[src/rtl/dem_sel_pkg.sv]
package dem_sel_pkg;
  typedef struct packed {
    logic load;   // datapath registers a new pattern
    logic last;   // this is the final step of a sweep
  } ctrlStrobe_t;

  typedef enum logic {
    ST_IDLE = 1'b0,
    ST_RUN  = 1'b1
  } selState_t;
endpackage

[src/rtl/dem_sel_ctrl.sv]
module dem_sel_ctrl
  import dem_sel_pkg::*;
#(
  parameter int N_BITS  = 4,
  parameter int SAMPLES = 4
) (
  input  logic                    clk,
  input  logic                    rst_n,
  input  logic                    start,
  input  logic                    seqMode,
  input  logic [N_BITS:0]         codeIn,
  input  logic [(SAMPLES > 1 ? $clog2(SAMPLES) : 1)-1:0] sampleIn,
  output ctrlStrobe_t             strobe,
  output logic [N_BITS:0]         codeOut,
  output logic [(SAMPLES > 1 ? $clog2(SAMPLES) : 1)-1:0] sampleOut,
  output logic                    done
);
  localparam int NUM_ELEM = 1 << N_BITS;
  localparam int CODE_W   = N_BITS + 1;
  localparam int SAMP_W   = (SAMPLES > 1) ? $clog2(SAMPLES) : 1;

  selState_t           state;
  logic [CODE_W-1:0]   kCnt;
  logic [SAMP_W-1:0]   dCnt;
  logic                lastStep;
  logic                dWrap;

  assign dWrap    = (dCnt == SAMP_W'(SAMPLES - 1));
  assign lastStep = (state == ST_RUN) && dWrap && (kCnt == CODE_W'(NUM_ELEM));

  always_comb begin
    strobe.load = (state == ST_RUN) || (start && !seqMode);
    strobe.last = lastStep;
    codeOut     = (state == ST_RUN) ? kCnt : codeIn;
    sampleOut   = (state == ST_RUN) ? dCnt : sampleIn;
  end

  always_ff @(posedge clk or negedge rst_n) begin
    if (!rst_n) begin
      state <= ST_IDLE;
      kCnt  <= '0;
      dCnt  <= '0;
      done  <= 1'b0;
    end else begin
      case (state)
        ST_IDLE: begin
          if (start) begin
            done <= 1'b0;
            if (seqMode) begin
              state <= ST_RUN;
              kCnt  <= CODE_W'(1);
              dCnt  <= '0;
            end
          end
        end
        ST_RUN: begin
          if (dWrap) begin
            dCnt <= '0;
            kCnt <= kCnt + CODE_W'(1);
          end else begin
            dCnt <= dCnt + SAMP_W'(1);
          end
          if (lastStep) begin
            state <= ST_IDLE;
            done  <= 1'b1;
          end
        end
        default: state <= ST_IDLE;
      endcase
    end
  end

  // every running cycle issues a pattern load
  p_run_loads_r6: assert property (@(posedge clk) disable iff (!rst_n)
    (state == ST_RUN) |-> strobe.load);

  // sequenced codes stay within 1..N
  p_code_range_r6: assert property (@(posedge clk) disable iff (!rst_n)
    (state == ST_RUN) |-> (kCnt >= CODE_W'(1) && kCnt <= CODE_W'(NUM_ELEM)));

  // a running sweep only stops at its last step
  p_no_abort_r8: assert property (@(posedge clk) disable iff (!rst_n)
    (state == ST_RUN && !strobe.last) |=> (state == ST_RUN));

  // done only rises right after the final step
  p_done_rise_r7: assert property (@(posedge clk) disable iff (!rst_n)
    $rose(done) |-> $past(strobe.last));

  // done is never set while a sweep is running
  p_done_idle_r7: assert property (@(posedge clk) disable iff (!rst_n)
    done |-> (state == ST_IDLE));
endmodule

[src/rtl/dem_sel_datapath.sv]
module dem_sel_datapath
  import dem_sel_pkg::*;
#(
  parameter int N_BITS  = 4,
  parameter int SAMPLES = 4
) (
  input  logic                    clk,
  input  logic                    rst_n,
  input  ctrlStrobe_t             strobe,
  input  logic [N_BITS:0]         codeSel,
  input  logic [(SAMPLES > 1 ? $clog2(SAMPLES) : 1)-1:0] sampleSel,
  output logic [(1 << N_BITS)-1:0] elemEn,
  output logic                    patValid
);
  localparam int NUM_ELEM = 1 << N_BITS;
  localparam int STRIDE   = NUM_ELEM / SAMPLES;
  localparam int CODE_W   = N_BITS + 1;

  logic [NUM_ELEM-1:0]   therm;
  logic [N_BITS-1:0]     rotAmt;
  logic [2*NUM_ELEM-1:0] dbl;
  logic [NUM_ELEM-1:0]   rotated;

  // thermometer mask: bit i on when the code exceeds i (saturates above N)
  for (genvar i = 0; i < NUM_ELEM; i++) begin : g_therm
    assign therm[i] = (codeSel > CODE_W'(i));
  end

  // start element offset: sample index times the ring stride
  assign rotAmt  = N_BITS'(sampleSel) * N_BITS'(STRIDE);
  assign dbl     = {therm, therm} << rotAmt;
  assign rotated = dbl[2*NUM_ELEM-1:NUM_ELEM];

  always_ff @(posedge clk or negedge rst_n) begin
    if (!rst_n) begin
      elemEn   <= '0;
      patValid <= 1'b0;
    end else begin
      patValid <= strobe.load;
      if (strobe.load) elemEn <= rotated;
    end
  end

  // a fresh pattern carries the saturated code's number of ones
  p_ones_count_r2: assert property (@(posedge clk) disable iff (!rst_n)
    strobe.load |=> ($countones(elemEn) ==
      (($past(codeSel) > CODE_W'(NUM_ELEM)) ? NUM_ELEM : int'($past(codeSel)))));

  // a partial run always includes its starting element
  p_start_elem_r2: assert property (@(posedge clk) disable iff (!rst_n)
    (strobe.load && codeSel != '0) |=> elemEn[$past(rotAmt)]);

  // pattern holds when nothing is loaded
  p_hold_r5: assert property (@(posedge clk) disable iff (!rst_n)
    !strobe.load |=> ($stable(elemEn) && !patValid));
endmodule

[src/rtl/cyclic_dem_selector.sv]
module cyclic_dem_selector
  import dem_sel_pkg::*;
#(
  parameter int N_BITS  = 4,
  parameter int SAMPLES = 4
) (
  input  logic                    clk,
  input  logic                    rst_n,
  input  logic                    start,
  input  logic                    seqMode,
  input  logic [N_BITS:0]         codeIn,
  input  logic [(SAMPLES > 1 ? $clog2(SAMPLES) : 1)-1:0] sampleIn,
  output logic [(1 << N_BITS)-1:0] elemEn,
  output logic                    patValid,
  output logic                    done
);
  localparam int SAMP_W = (SAMPLES > 1) ? $clog2(SAMPLES) : 1;

  initial begin
    if ((1 << N_BITS) % SAMPLES != 0)
      $error("SAMPLES must divide the element count");
  end

  ctrlStrobe_t       strobe;
  logic [N_BITS:0]   codeSel;
  logic [SAMP_W-1:0] sampleSel;

  dem_sel_ctrl #(.N_BITS(N_BITS), .SAMPLES(SAMPLES)) u_ctrl (
    .clk       (clk),
    .rst_n     (rst_n),
    .start     (start),
    .seqMode   (seqMode),
    .codeIn    (codeIn),
    .sampleIn  (sampleIn),
    .strobe    (strobe),
    .codeOut   (codeSel),
    .sampleOut (sampleSel),
    .done      (done)
  );

  dem_sel_datapath #(.N_BITS(N_BITS), .SAMPLES(SAMPLES)) u_dp (
    .clk       (clk),
    .rst_n     (rst_n),
    .strobe    (strobe),
    .codeSel   (codeSel),
    .sampleSel (sampleSel),
    .elemEn    (elemEn),
    .patValid  (patValid)
  );
endmodule

[config.mk]
export PLATFORM = sky130hd
export DESIGN_NAME = cyclic_dem_selector
export DESIGN_NICKNAME = d
export VERILOG_FILES = /design/src/rtl/dem_sel_pkg.sv /design/src/rtl/dem_sel_ctrl.sv /design/src/rtl/dem_sel_datapath.sv /design/src/rtl/cyclic_dem_selector.sv
export SDC_FILE = /design/constraint.sdc
export NUM_CORES = 1
export LEC_CHECK = 0
export BUFFER_PORTS_ARGS = -buffer_cell sky130_fd_sc_hd__buf_4
export CORE_ASPECT_RATIO = 1.25
export CORE_MARGIN = 5
export CORE_UTILIZATION = 25
export CTS_CLUSTER_DIAMETER = 150
export DETAILED_ROUTE_END_ITERATION = 8
export SLEW_MARGIN = 15
export SYNTH_ARGS = -nofsm -noshare
export SYNTH_HDL_FRONTEND = slang
export SYNTH_SLANG_ARGS = --single-unit
[constraint.sdc]
create_clock -name clk -period 2.7 [get_ports clk]
set_input_delay 0.135 -clock clk [delete_from_list [all_inputs] [get_ports clk]]
set_output_delay 0.135 -clock clk [all_outputs]
set_load 0.02 [all_outputs]
==> results of run 1 <==
## worst min path at each step
stage / to / slack [ps] / startpoint
finish: u_ctrl.state / 180 / start
CTS: u_ctrl.state / 180 / start
global placement: u_dp.elemEn[2] / 70 / rst_n
floorplan: u_ctrl.dCnt[0] / -160 / rst_n
detailed placement: u_dp.elemEn[9] / 70 / rst_n
global route: u_ctrl.state / 200 / start
## cell type report
type	instances	area, um2
clock buffers	3	41.3
flip-flops and latches	26	651
well taps	87	109
inverters	4	15.0
repair buffers	34	258
multi-input cells	148	945
fillers	696	4520
clock inverters	1	30.0
## metal layers
metal  global-route usage (%)  up-vias
li1                         -      764
met1                     12.3      719
met2                     19.0       42
met3                     2.66        5
met4                     3.71        0
met5                        0        -
## state kept, by name (all words and copies together) (netlist names)
name / cells
u_ctrl.done: 1
u_dp.elemEn: 16
u_dp.patValid: 1
u_ctrl.kCnt: 5
u_ctrl.state: 1
u_ctrl.dCnt: 2
## per-stage QoR
stage,instances,util (%),total power [W],instance area (um2)
after floorplan,191,-,0.00192,1700
after global placement,298,30.0,0.00237,1970
after detailed placement,298,30.0,0.00240,1970
after CTS,303,31.2,0.00274,2050
after global routing,303,31.2,0.00296,2050
final,303,31.2,0.00271,2050
## repair_timing
| item | 4_1_cts | 5_1_grt |
|---|---|---|
| hold buffers | 1 | 0 |
| hold endpoints to repair | 26 | 0 |
| gates resized for setup | 0 | 0 |
## tightest hold or removal path, cell delays in order
cell	delay (ps)
buf_4	100
a21oi_1	60
a21oi_1	120
## power groups by stage
stage / clock (W) / sequential [W] / combinational (W)
5_1_grt: 0.000354 / 0.000804 / 0.00181
3_5_place_dp: 0 / 0.000779 / 0.00162
4_1_cts: 0.000341 / 0.000772 / 0.00163
2_1_floorplan: 0 / 0.000859 / 0.00106
6_report: 0.000330 / 0.000772 / 0.00161
3_3_place_gp: 0 / 0.000771 / 0.00160
## cell usage in the layout (no fill, tap or decap), types with 2 or more instances in the layout
cell,Yosys,routed
buf_4,1,33
dfrtp_1,26,26
a21oi_1,19,19
nand2_1,19,19
nor2_1,18,18
o211ai_1,7,7
nand3_1,6,6
o21ai_0,6,6
a31oi_1,5,5
o311ai_0,5,5
nor3_1,4,4
mux2i_1,4,4
mux2_2,4,4
inv_1,3,3
nor2b_1,3,3
maj3_2,3,3
nand4_1,3,3
nand2b_1,3,3
o32ai_1,3,3
o22a_1,3,3
xor2_1,3,3
ha_1,3,3
clkbuf_8,0,3
and2_1,2,2
nor3b_1,2,2
a21o_1,2,2
a22oi_1,2,2
a311oi_1,2,2
o21ai_1,2,2
a41oi_1,2,2
## cell families (layout without fill, tap and decap cells)
logic type / Yosys count / after routing / share of synthesized area (%)
AOI/OAI and AO/OA: 64 / 64 / 25.2
adders and majority gates: 7 / 7 / 4.80
buffers and inverters: 17 / 42 / 5.90
and+or+nand+nor: 66 / 66 / 19.2
xor gates and xnor gates: 3 / 3 / 1.55
muxes: 8 / 8 / 5.02
DFF: 26 / 26 / 38.4
==> results by group, run 1 <==
Die
  – Initial core utilization: 25.8%
  – Die X: 83.7 um
  – Standard-cell row count: 33
  – Die height: 102 um
  – Die area: 8540 um2
  – Core ar.: 6570 um2
  – I/O pins: 29

Worst setup path
  – Element type at the critical path start: register
  – Crit path largest cell delay: 720 ps
  – Critical path's slowest cell: dfrtp_1
  – R2R setup slack: 690 ps
  – CP endpoint kind: register
  – CP startpoint: u_ctrl.state
  – Crit-path leading delay family: flip-flops
  – Data arrival time of the critical path: 2160 ps
  – CP Class: reg2reg
  – Max FO, Critical Path: 20
  – Worst path depth: 6
  – Critical Path RT: 2840 ps
  – Reg-to-reg endpoint: u_dp.elemEn[10]
  – Start of the worst register-to-register path: u_ctrl.state
  – Crit path top cell by count: buf_4
  – Worst Reg-to-Reg Cells: 6
  – Crit-path cells: buf_4 > mux2i_1 > buf_4 > o211ai_1 > a21oi_1 > o32ai_1
  – CP bufs+invs: 2
  – Crit path to: u_dp.elemEn[10]

Routing
  – # DRC: 0
  – WL met2: 2180 um
  – Wl on met1: 1780 um
  – WL met3: 244 um
  – 1st-iter DRT viols: 127
  – Drt pass-1 iters: 5
  – WL per Instance: 14.1 um
  – Routed vias: 1530
  – Routed WL: 4270 um
  – Via/cell ratio: 5.05
  – DR top layer: met4
  – ANT nets after route: 0

Synthesis
  – Number of flops mapped to enable cells by yosys: 0
  – Mean Syn Cell Area: 8.88 um2
  – Count of cell types in the netlist: 47
  – Synth warn: 0
  – Post-Syn Area: 1700 um2
  – Post-synth top area share: 38.4%
  – Asr flop ratio synth: 100%
  – Top cells by area, synth: dfrtp_1 (38%), a21oi_1 (5.6%), nand2_1 (4.2%)
  – Synth cell count leaders: dfrtp_1 (26), a21oi_1 (19), nand2_1 (19)
  – Most common cell in the netlist: dfrtp_1
  – Synth Instances: 191
  – Post-synthesis sequential area ratio: 38.4%
  – Synth Register Bits: 26
  – Top FF cell, synth: dfrtp_1
  – Mapped Nets: 205
  – Cell taking the most area after synthesis: dfrtp_1

STA
  – Final WS setup: 687 ps
  – Fmax: 0.497 GHz
  – Worst Tran Pin Value: 588 ps
  – Fin crit share: 74.6%
  – Unrepaired setup endpoints after global routing: no
  – Setup violations, final: 0
  – Fin Clk Skew: 7.65 ps
  – Max Transition Viols Final: 0
  – Fin crit period: 2010 ps
  – Setup TNS: 0 ps
  – Final hold violation count: 0
  – Rel. slew slack: 60.8%
  – Hold Slack: 181 ps

Run
  – Max cap viols: 0

Global route
  – First-pass GRT wire length: 7330 um
  – Largest net degree at the start of global routing: 27
  – Antenna violations before repair: 0
  – Vias in the first global route: 1506
  – Global Route Usage Sum: 10.6%
  – Grt total ovfl: 0

CTS
  – Clock Pin Slew Worst Setup and Hold Paths: 90 ps
  – TritonCTS clock tree: done
  – H-tree lvl count: 1
  – CTS Sinks: 26
  – Worst skew pair latency: 280 ps
  – Post-CTS Setup Inserts: 0
  – CTS Buffer Depth: 2
  – TritonCTS Buffers: 3
  – Clk root buf: clkbuf_8

Placement
  – IO buf count: 28
  – Final GP Congestion: 0.864
  – DP Worst Slack: 679 ps
  – Post-DP HPWL: 3280 um

Finish
  – Antenna cell count: 0
  – Fin nets: 231
  – Syn-to-layout area delta: 20.8%
  – Share of layout cells above drive strength 1: 21.3%

Power and ir drop
  – Sw Share: 45.4%
  – Comb pwr share: 59.3%
  – Clk network pwr share: 12.2%
  – IR drop worst, VDD: 0.340 mV
  – Power density over the cells: 1320 nW/um2
  – Seq pwr share: 28.5%
  – Pint: 0.00148 W
  – NetSw: 0.00123 W
  – Leak: 0.834 nW

Min path
  – Worst hold stages: 3
  – Hold/Removal Path Class: in2reg

Status
  – Status: completed
No activity file was read; power rests on OpenSTA's default activity.
==> run 2: changes to the inputs <==
- ABC_AREA: not set -> 1
- clock period: 2.7 -> 1.8 ns (I/O delays scaled with it)
==> run 2 against run 1 <==
  * Non-clock buffer count up 4
  * Total power up 64%
  * Critical path depth up 5
  * Clock skew up 4.1 ps
  * Fmax up 24%
  * Cell count up 24%
  * First-iteration DRC count down 1.6%
  * Sequential power up 37%
  * Clock-buffer cell count unchanged
  * Combinational power up 78%
  * Flip-flop and latch count unchanged
  * Clock power up 54%
  * Largest cell class unchanged
  * Highest routed layer unchanged
==> results by group, run 2 <==
Synthesis
  – Number of flops mapped to enable cells by yosys: 0 (unchanged)
  – Post-Synth XOR/XNOR Area: 0% (-1.5 points)
  – Synth warn: 0 (unchanged)
  – Synth Area in Compound Gates: 7.97% (-17 points)
  – Synth Area in Simple Gates: 45.1% (+26 points)
  – Post-Syn Area: 1770 um2 (+4.6%)
  – Asr flop ratio synth: 100% (unchanged)
  – Post-synth top area share: 36.7% (-1.7 points)
  – Cell taking the most area after synthesis: dfrtp_1
  – Count of cell types in the netlist: 25 (-47%)
  – Top cells by area, synth: dfrtp_1 (37%), nand2_1 (21%), nand3_1 (12%)
  – Synth Register Bits: 26 (unchanged)
  – Synth Instances: 254 (+33%)
  – Mean Syn Cell Area: 6.99 um2 (-21%)
  – Synth cell count leaders: nand2_1 (99), nand3_1 (44), dfrtp_1 (26)
  – Post-synthesis mux area share: 0% (-5.0 points)
  – Post-synthesis adder-cell area fraction: 2.12% (-2.7 points)
  – Top FF cell, synth: dfrtp_1
  – Post-synthesis sequential area ratio: 36.7% (-1.7 points)
  – Most common cell in the netlist: nand2_1
  – Mapped Nets: 268 (+31%)
  – Largest family of logic cells by synthesized area: simple AND/OR/NAND/NOR gates

Routing
  – WL per Instance: 12.1 um (-14%)
  – Routed vias: 1741 (+14%)
  – 1st-iter DRT viols: 125 (-1.6%)
  – Via/cell ratio: 4.62 (-8.5%)
  – # DRC: 0 (unchanged)
  – ANT nets after route: 0 (unchanged)
  – Routed WL: 4570 um (+7.0%)
  – Drt pass-1 iters: 4 (-1)

CTS
  – CTS Sinks: 26 (unchanged)
  – CTS Buffer Depth: 2 (unchanged)
  – TritonCTS Buffers: 3 (unchanged)
  – H-tree lvl count: 1 (unchanged)
  – TritonCTS clock tree: done
  – Clock Pin Slew Worst Setup and Hold Paths: 110 ps (+20 ps)
  – Clk root buf: clkbuf_8
  – Worst skew pair latency: 290 ps (about the same)

STA
  – Fin Clk Skew: 11.8 ps (+4.12 ps)
  – Worst Tran Pin Value: 443 ps (-145 ps)
  – Unrepaired setup endpoints after global routing: no
  – Setup TNS: 0 ps (unchanged)
  – Max Transition Viols Final: 0 (unchanged)
  – Fin crit period: 1620 ps (-395 ps)
  – Fin crit share: 89.9% (+15 points)
  – Setup violations, final: 0 (unchanged)
  – Final hold violation count: 0 (unchanged)
  – Fmax: 0.618 GHz (+24%)
  – Rel. slew slack: 70.5% (+9.7 points)

Worst setup path
  – CP endpoint kind: register
  – Crit-path leading delay family: simple AND/OR/NAND/NOR gates
  – Crit-path cells: buf_4 > nand2_1 > nand2_4 > nor2_1 > nand2_1 > nand2_1 > nand2_1 > nand2_1 > nand2_1 > nand3_1 > nand2_1
  – Crit path top cell by count: nand2_1
  – Max FO, Critical Path: 8 (-60%)
  – Crit path largest cell delay: 450 ps (-270 ps)
  – CP bufs+invs: 1 (-1)
  – Critical Path RT: 1970 ps (-870 ps)
  – Critical path's slowest cell: dfrtp_2
  – CP Class: reg2reg
  – Data arrival time of the critical path: 1790 ps (-370 ps)
  – Element type at the critical path start: register

Finish
  – Biggest regs: u_dp.elemEn: 16 flops, u_ctrl.kCnt: 5 flops, u_ctrl.dCnt: 2 flops
  – Design area: 2180 um2 (+6.6%)
  – Antenna cell count: 0 (unchanged)
  – Most common cell after layout, fill and taps aside: nand2_1
  – Max FFs per register: 16 (unchanged)
  – Largest register by flop count: u_dp.elemEn
  – Fillers: 772 (+11%)
  – Seq. cell area: 652 um2 (+0.19%)
  – Syn-to-layout area delta: 23.1%
  – Multi-input gate area: 982 um2 (+4.0%)
  – Most frequent cells in the layout: nand2_1 (99), nand3_1 (44), buf_4 (37), dfrtp_1 (25), inv_1 (16)
  – Fin nets: 302 (+31%)
  – Share of layout cells above drive strength 1: 23.7% (+2.4 points)

Placement
  – Post-DP HPWL: 3610 um (+10%)
  – Placed inst area: 2090 um2 (+6.3%)
  – Final GP Congestion: 0.937 (+8.5%)
  – IO buf count: 28 (unchanged)

Power and ir drop
  – Comb pwr share: 64.7% (+5.4 points)
  – Leak: 1.13 nW (+36%)
  – Pint: 0.00223 W (+51%)
  – Power density over the cells: 2030 nW/um2 (+53%)
  – Sw Share: 49.6% (+4.2 points)
  – Clk network pwr share: 11.5% (-0.7 points)
  – IR drop worst, VDD: 0.557 mV (+64%)
  – Seq pwr share: 23.8% (-4.7 points)
  – NetSw: 0.00220 W (+79%)

Global route
  – Antenna violations before repair: 0 (unchanged)
  – Grt total ovfl: 0 (unchanged)
  – Largest net degree at the start of global routing: 27 (unchanged)
  – First-pass GRT wire length: 7990 um (+9.0%)
  – Vias in the first global route: 1721 (+14%)
  – Global Route Usage Sum: 10.8% (+0.24 points)

Die
  – Die X: 85.4 um (+2.0%)
  – I/O pins: 29 (unchanged)
  – Standard-cell row count: 34 (+3.0%)
  – Core ar.: 6930 um2 (+5.6%)
  – Die area: 8890 um2 (+4.1%)
  – Initial core utilization: 25.6% (-0.24 points)
  – Die height: 104 um (+2.1%)

Status
  – Status: completed

Run
  – Max cap viols: 0 (unchanged)

Min path
  – Hold/Removal Path Class: in2reg
## run 2: cell types whose count changed in the layout (fill, tap and decap cells not counted), sizes merged, moves of 5 or more
cell,previous run,this run
a21oi,19,7
inv,3,20
nand2,20,114
nand3,6,45
nor2,18,12
o211ai,7,0
o21ai,8,14
o311ai,5,0
## run 2: worst paths after layout
path	start	depth (start not counted)	slack, ps	end
setup / recovery	u_ctrl.state	11	180	u_dp.elemEn[4]
hold / removal	seqMode	4	110	u_ctrl.kCnt[2]
setup reg to reg	u_ctrl.state	11	180	u_dp.elemEn[4]
hold reg to reg	u_dp.elemEn[6]	2	490	u_dp.elemEn[6]
max in group asynchronous	rst_n	2	1270	u_ctrl.state
min in group asynchronous	rst_n	2	240	u_dp.elemEn[0]
## run 2: worst reg2reg max path, stage by stage (launching register included)
cell and delay, ps:
dfrtp_2 450, buf_4 170, nand2_1 100, nand2_4 110, nor2_1 150, nand2_1 100
nand2_1 70, nand2_1 60, nand2_1 80, nand2_1 50, nand3_1 100, nand2_1 70
## run 2: power groups by stage
stage | registers, W | clock network [W] | logic (W)
final | 0.00106 | 0.000508 | 0.00286
after global placement | 0.00107 | 0 | 0.00284
after global routing | 0.00109 | 0.000539 | 0.00325
after detailed placement | 0.00107 | 0 | 0.00286
after CTS | 0.00106 | 0.000516 | 0.00287
after floorplan | 0.00128 | 0 | 0.00180
## run 2: metrics by stage
stage | power, W | util (%) | std cells | setup WS [ps] | hold WS, ps
after floorplan | 0.00308 | - | 254 | 395 | -206
after global placement | 0.00391 | 30.2 | 371 | 177 | 24.9
after detailed placement | 0.00393 | 30.2 | 371 | 120 | 26.5
after CTS | 0.00445 | 31.3 | 376 | 111 | 119
after global routing | 0.00488 | 31.5 | 377 | 27.5 | 140
final | 0.00443 | 31.5 | 377 | 182 | 114
## run 2: metal layers
metal  wire length (um)  global-route usage, %  vias up
li1                   -                      -      882
met1               2050                   13.8      804
met2               2230                   18.4       45
met3                219                   1.74       10
met4                 74                   3.51        0
met5                  0                      0        -
## run 2: cell families (layout without fill, tap and decap cells)
group,Yosys count,in the layout
AO/OA/AOI/OAI,22,22
adder cells (fa/ha/maj),3,3
buffers and inverters,29,62
flip-flops,26,26
AND/OR/NAND/NOR,174,174
## run 2: area by class of cell
class,instances,area share [%]
Sequential cell,26,29.9
Timing Repair Buffer,38,13.2
Tap cell,90,5.16
Multi-Input combinational cell,199,45.0
Inverter,20,3.55
Clock inverter,1,1.38
Clock buffer,3,1.89
## run 2: what timing repair did
action | in CTS | in global routing
hold buffers | 1 | 0
gates resized for setup | 0 | 2
endpoints found under the setup margin | 0 | 3
setup buffers | 0 | 1
endpoints found under the hold margin | 26 | 0
